[src/rtl/bus_dec_pkg.sv]
package bus_dec_pkg;
  typedef struct packed {
    logic sel_n;
    logic sel;
    logic rd_n;
    logic wr_n;
  } pins_t;

  localparam pins_t PINS_IDLE = '{sel_n: 1'b1, sel: 1'b0, rd_n: 1'b1, wr_n: 1'b1};
endpackage

[src/rtl/bus_pin_sync.sv]
module bus_pin_sync #(
  parameter int         WIDTH   = 4,
  parameter int         STAGES  = 2,
  parameter logic [WIDTH-1:0] RST_VAL = '0
) (
  input  logic             clk_i,
  input  logic             rst_ni,
  input  logic [WIDTH-1:0] d_i,
  output logic [WIDTH-1:0] q_o
);
  logic [STAGES-1:0][WIDTH-1:0] stage_q;

  for (genvar s = 0; s < STAGES; s++) begin : g_stage
    if (s == 0) begin : g_first
      always_ff @(posedge clk_i or negedge rst_ni) begin
        if (!rst_ni) stage_q[s] <= RST_VAL;
        else         stage_q[s] <= d_i;
      end
    end else begin : g_next
      always_ff @(posedge clk_i or negedge rst_ni) begin
        if (!rst_ni) stage_q[s] <= RST_VAL;
        else         stage_q[s] <= stage_q[s-1];
      end
    end
  end

  assign q_o = stage_q[STAGES-1];
endmodule

[src/rtl/bus_strobe_decode.sv]
module bus_strobe_decode
  import bus_dec_pkg::*;
(
  input  logic  clk_i,
  input  logic  rst_ni,
  input  pins_t pins_i,
  input  logic  rw_mode_i,
  output logic  rd_act_o,
  output logic  pop_o,
  output logic  wr_done_o
);
  logic cs_ok, rd_now, wr_now;
  logic rd_q, wr_q;

  assign cs_ok = !pins_i.sel_n && pins_i.sel;

  always_comb begin
    if (rw_mode_i) begin
      // rd_n is the strobe, wr_n carries direction (1 = read)
      rd_now = cs_ok && !pins_i.rd_n &&  pins_i.wr_n;
      wr_now = cs_ok && !pins_i.rd_n && !pins_i.wr_n;
    end else begin
      rd_now = cs_ok && !pins_i.rd_n &&  pins_i.wr_n;
      wr_now = cs_ok && !pins_i.wr_n &&  pins_i.rd_n;
    end
  end

  always_ff @(posedge clk_i or negedge rst_ni) begin
    if (!rst_ni) begin
      rd_q <= 1'b0;
      wr_q <= 1'b0;
    end else begin
      rd_q <= rd_now;
      wr_q <= wr_now;
    end
  end

  assign pop_o     = rd_now && !rd_q;
  assign wr_done_o = wr_q && !wr_now;
  assign rd_act_o  = rd_q;

  p_pop_single_r4: assert property (@(posedge clk_i) disable iff (!rst_ni)
    pop_o |=> !pop_o);
endmodule

[src/rtl/bus_ctrl_regs.sv]
module bus_ctrl_regs #(
  parameter int DATA_W   = 8,
  parameter int NUM_REGS = 2,
  localparam int ADDR_W  = (NUM_REGS > 1) ? $clog2(NUM_REGS) : 1
) (
  input  logic                           clk_i,
  input  logic                           rst_ni,
  input  logic                           wr_done_i,
  input  logic [ADDR_W-1:0]              addr_i,
  input  logic [DATA_W-1:0]              wdata_i,
  output logic [NUM_REGS-1:0][DATA_W-1:0] regs_o
);
  for (genvar i = 0; i < NUM_REGS; i++) begin : g_reg
    always_ff @(posedge clk_i or negedge rst_ni) begin
      if (!rst_ni)                                   regs_o[i] <= '0;
      else if (wr_done_i && addr_i == ADDR_W'(i))    regs_o[i] <= wdata_i;
    end
  end

  p_hold_r2: assert property (@(posedge clk_i) disable iff (!rst_ni)
    !wr_done_i |=> $stable(regs_o));
endmodule

[src/rtl/bus_strobe_decoder.sv]
module bus_strobe_decoder
  import bus_dec_pkg::*;
#(
  parameter int DATA_W      = 8,
  parameter int SYNC_STAGES = 2
) (
  input  logic              clk_i,
  input  logic              rst_ni,
  input  logic              sel_n_i,
  input  logic              sel_i,
  input  logic              rd_n_i,
  input  logic              wr_n_i,
  input  logic              rw_mode_i,
  input  logic              addr_i,
  input  logic [DATA_W-1:0] wdata_i,
  input  logic [DATA_W-1:0] fifo_word_i,
  output logic [DATA_W-1:0] rdata_o,
  output logic              rdata_oe_o,
  output logic              fifo_pop_o,
  output logic [DATA_W-1:0] ctrl0_o,
  output logic [DATA_W-1:0] ctrl1_o
);
  localparam int NUM_REGS = 2;
  localparam int PIN_W    = $bits(pins_t);

  pins_t pins_raw, pins_s;
  logic  wr_done;
  logic [NUM_REGS-1:0][DATA_W-1:0] regs;

  assign pins_raw = '{sel_n: sel_n_i, sel: sel_i, rd_n: rd_n_i, wr_n: wr_n_i};

  bus_pin_sync #(
    .WIDTH  (PIN_W),
    .STAGES (SYNC_STAGES),
    .RST_VAL(PINS_IDLE)
  ) u_sync (
    .clk_i (clk_i),
    .rst_ni(rst_ni),
    .d_i   (pins_raw),
    .q_o   (pins_s)
  );

  bus_strobe_decode u_dec (
    .clk_i    (clk_i),
    .rst_ni   (rst_ni),
    .pins_i   (pins_s),
    .rw_mode_i(rw_mode_i),
    .rd_act_o (rdata_oe_o),
    .pop_o    (fifo_pop_o),
    .wr_done_o(wr_done)
  );

  bus_ctrl_regs #(
    .DATA_W  (DATA_W),
    .NUM_REGS(NUM_REGS)
  ) u_regs (
    .clk_i    (clk_i),
    .rst_ni   (rst_ni),
    .wr_done_i(wr_done),
    .addr_i   (addr_i),
    .wdata_i  (wdata_i),
    .regs_o   (regs)
  );

  assign ctrl0_o = regs[0];
  assign ctrl1_o = regs[1];
  assign rdata_o = rdata_oe_o ? fifo_word_i : '0;

  p_oe_after_pop_r4: assert property (@(posedge clk_i) disable iff (!rst_ni)
    fifo_pop_o |=> rdata_oe_o);
  p_oe_rise_r1: assert property (@(posedge clk_i) disable iff (!rst_ni)
    $rose(rdata_oe_o) |-> $past(fifo_pop_o));
  p_no_mix_r5: assert property (@(posedge clk_i) disable iff (!rst_ni)
    rdata_oe_o |-> !wr_done);
endmodule

[config.mk]
export PLATFORM = sky130hd
export DESIGN_NAME = bus_strobe_decoder
export DESIGN_NICKNAME = d
export VERILOG_FILES = /design/src/rtl/bus_dec_pkg.sv /design/src/rtl/bus_pin_sync.sv /design/src/rtl/bus_strobe_decode.sv /design/src/rtl/bus_ctrl_regs.sv /design/src/rtl/bus_strobe_decoder.sv
export SDC_FILE = /design/constraint.sdc
export NUM_CORES = 1
export LEC_CHECK = 0
export BUFFER_PORTS_ARGS = -buffer_cell sky130_fd_sc_hd__buf_2
export CORE_UTILIZATION = 42
export CTS_BUF_LIST = sky130_fd_sc_hd__clkbuf_2
export DETAILED_ROUTE_END_ITERATION = 16
export PLACE_DENSITY = 0.77
export RECOVER_POWER = 50
export SLEW_MARGIN = 20
export SYNTH_ARGS = -nofsm -noshare
export SYNTH_HDL_FRONTEND = slang
export SYNTH_HIERARCHICAL = 1
export SYNTH_SLANG_ARGS = --single-unit
[constraint.sdc]
create_clock -name clk_i -period 1.5 [get_ports clk_i]
set_input_delay 0.15 -clock clk_i [delete_from_list [all_inputs] [get_ports clk_i]]
set_output_delay 0.15 -clock clk_i [all_outputs]
set_load 0.02 [all_outputs]
==> impl.org <==
** Yosys
- Count of cell types in the netlist :: 15
- Summing every instance area after synthesis gives 0.00102 mm^2.
- Yosys synthesis warning count :: 6
- Summing the sequential cell areas from Yosys gives 64.2% of the chip area.
- Area contributors post-synth :: dfrtp_1, dfstp_2, mux2_4, mux2_2, and2_1
- Library cell occupying the most area in the post-synthesis netlist :: dfrtp_1
- Fraction of synthesized cell area taken by the top area cell type :: between 40% and 50%
- In the synthesized netlist, the number of instances is 63.
- Dividing the synthesized area by the synthesized cell count gives 16.3 um^2.
- Number of nets produced by synthesis :: 87
- The synthesized design contains 26 register bits.

** Route
- Dividing the detail-routed via count by the number of cells gives roughly 4.7.
- Wire length per cell after detailed routing :: between 10 and 15 um
- In this run, the number of DRC markers left after iteration 0 of detailed routing was 1.
- Once detail routing completed, the nets flagged for antenna violations numbered 0.
- After detailed routing, the met3 layer carries approximately 130 um of wire.
- In the final routing, the length of wire on met1 measures 840 um.
- The routed design has approximately 2000 um of wire.
- Overall via count from detail_route :: 716
- Length of the first detailed-routing pass in iterations :: 3
- Amount of wire on met2 after detailed routing :: 999 um
- Count of unresolved DRC violations after routing :: 0
- Uppermost signal routing layer after detailed routing :: met4

** Floorplanning
- After floorplanning, the core was divided into 17 placement rows.
- The total area inside the core boundary comes to 0.00225 mm^2.
- Measured along the x axis, the die boundary spans 51.4 um.
- 50 I/O pins were placed.
- Measured along the y axis, the die boundary spans 51.4 um.
- The initial utilization of the core area, before any placement, comes to 45.4%.
- The die covers roughly 0.0026 mm^2.

** GRT
- The via count of the first global-routing pass was 703.
- Entering global routing, the biggest net connects 27 pins.
- Antenna violations before repair :: 0
- In the global route stage, overall resource usage came out at 15.7%.
- GRT overflow :: 0
- Wire length of the first global-routing pass :: roughly 2900 um

** Setup path
- FF-to-FF path depth :: 5
- Critical path class :: reg2reg
- Reg2Reg Setup Slack :: -110 ps
- For the worst setup path, the data arrival time is 1880 ps.
- The largest individual stage delay along the critical path comes from the cell dfstp_2.
- The signal on the critical path passes through xnor2_2, o31a_1, nor2b_4, buf_6, mux2_4.
- Crit start category :: flop
- Capture point of the worst reg-to-reg path :: u_regs/regs_o[1]
- Kind of capture point of the worst setup path :: flop
- Of all nets on the critical path, the largest fanout is 6.
- Required time worst endpoint :: 1770 ps
- Crit Reg-Reg Startpoint :: u_sync/q_o[1]
- For this run, the slowest stage of the critical path takes roughly 600 ps.

** Placement
- At the end of routability-driven placement, the weighted congestion stood at 0.647.
- Port-buffer cells :: 49

** Status
- The checks that failed: setup timing.
- Result of the run :: finished with violations

** Power and ir drop
- Dividing total power by cell area gives a power density of 1170 mW/mm^2.
- Worst voltage drop across the vdd grid :: 841 uV
- In this run the static leakage power is 0.794 nW.

** STA
- Total setup violations reported at the end of the flow :: 9
- Slew HR :: between 50% and 60%
- In the post-route analysis, the smallest setup slack over all paths is -109 ps.
- RSZ-0062 raised after global routing :: true
- The count of final max-slew check failures came to 0.
- Counting I/O delays and the setup requirement, the final critical path takes between 1500 and 2000 ps.
- Timing would allow up to between 600 and 700 MHz.
- Number of hold violations in the final report :: 0
- Clock skew on the completed layout was measured at around 28 ps.
- Worst Max-Slew Pin Slew :: ~620 ps
- Final Cycle Share :: 107%
- Smallest hold slack :: slightly below 30 ps

** Hold path
- Cells on Worst Hold Path :: 2
- Hold WC Path Type :: in2reg
- The worst hold path terminates at u_regs/regs_o[3].
- Worst Min Path Start :: wdata_i[3]

** Final layout
- Commonest non-fill, non-tap cell in the layout :: buf_2
- Registers take about 660 um^2.
- Measured on the finished design, the core utilization comes to 66.0%.
- Area of the multi-input gates :: 390 um^2
- Signed area change from the synthesized netlist to the final layout :: 45.3%
- Share of layout cells above drive strength 1 :: 67.2%
- Fill count :: 178
- Highest-count cells in the layout ignoring fill and taps :: buf_2, dfrtp_1, mux2_4
- Number of antenna repair diodes :: 0
- Final #Nets :: 150

** Flow run
- Max-capacitance violation count :: 0

** Clock network
- CTS Root Cell :: clkbuf_2
- Maximum clock insertion buffer count :: 2
- TritonCTS clock tree :: done
- Clk sinks :: 26
- The number of clock buffers added by TritonCTS is 3.
- Clock Latency Late Sink :: 340 ps
- Number of H-tree branching levels :: 1
- Clock transition at the registers of the reported paths :: ~240 ps
[flip-flops by register name, summed over array words and instances (netlist names)]
signal          count
u_sync/stage_q      4
u_dec/wr_q          1
u_regs/regs_o      16
u_dec/rd_act_o      1
u_sync/q_o          4
[metal layers]
layer	vias up	track usage, %
met3	2	3.57
met1	345	18.7
met5	-	0
li1	333	-
met2	36	26.2
met4	0	8.11
[cells by family (layout without fill, tap and decap cells)]
| logic type | Yosys count | count (layout) | share of synthesized area, % |
|---|---|---|---|
| compound gates | 1 | 1 | 0.855 |
| buf+inv | 5 | 67 | 4.03 |
| flops | 26 | 26 | 64.2 |
| xor+xnor | 1 | 1 | 0.855 |
| simple gates | 14 | 14 | 9.52 |
| mux | 16 | 16 | 20.5 |
[what timing repair did]
item,in CTS,in global routing
gates cloned,0,0
pin swaps,2,2
endpoints found under the setup margin,17,17
resized for setup,12,0
setup buffers,3,0
endpoints found under the hold margin,24,5
hold buffers,5,4
[synth_stat cells (all sizes together)]
| cell | n |
|---|---|
| and2 | 8 |
| buf | 5 |
| dfrtp | 20 |
| dfstp | 6 |
| mux2 | 16 |
| nand2 | 1 |
| nand2b | 1 |
| nor2b | 1 |
| nor3 | 1 |
| nor3b | 1 |
| nor4b | 1 |
| o31a | 1 |
| xnor2 | 1 |
[through the flow]
stage                     cell area [um^2]  setup TNS (ps)  instances  setup WS [ps]  power [mW]
after floorplan                       1050           -1100         63          -88.3        1.26
after global placement                1300           -1270        137           -105        1.44
after detailed placement              1300           -1640        137           -134        1.46
after CTS                             1450            -840        149           -107        1.74
after global routing                  1490           -1630        153           -164        1.83
final                                 1490            -793        153           -109        1.74
[worst max path at each step]
| stage | startpoint | end | cells past startpoint |
|---|---|---|---|
| after floorplan | u_sync/q_o[1] | u_regs/regs_o[0] | 6 |
| after global routing | u_sync/q_o[1] | u_regs/regs_o[1] | 5 |
| final | u_sync/q_o[1] | u_regs/regs_o[1] | 5 |
| after detailed placement | u_sync/q_o[1] | u_regs/regs_o[5] | 4 |
| after CTS | u_sync/q_o[1] | u_regs/regs_o[1] | 5 |
| after global placement | u_sync/q_o[1] | u_regs/regs_o[1] | 4 |
[where the power goes]
| group | leakage (nW) | switching (mW) | internal, mW |
|---|---|---|---|
| clock network | 0.0140 | 0.191 | 0.0579 |
| logic | 0.471 | 0.285 | 0.296 |
| registers | 0.309 | 0.0737 | 0.840 |
| total | 0.794 | 0.550 | 1.19 |
[cell type report]
class | instances | share of cell area (%)
sequential | 26 | 44.2
multi-input combinational | 32 | 26.2
timing repair buffer | 63 | 26.0
tap | 28 | 2.35
clock buffer | 3 | 1.01
clock inverter | 1 | 0.252
[critical path: cells and delay by family (launching register included)]
kind | cells | cell delay [ps]
xor gates and xnor gates | 1 | 120
buffers and inverters | 1 | 150
AOI/OAI and AO/OA | 1 | 200
muxes | 1 | 300
and+or+nand+nor | 1 | 190
DFF | 1 | 600
Note: power is estimated with default switching activity, not from simulation.
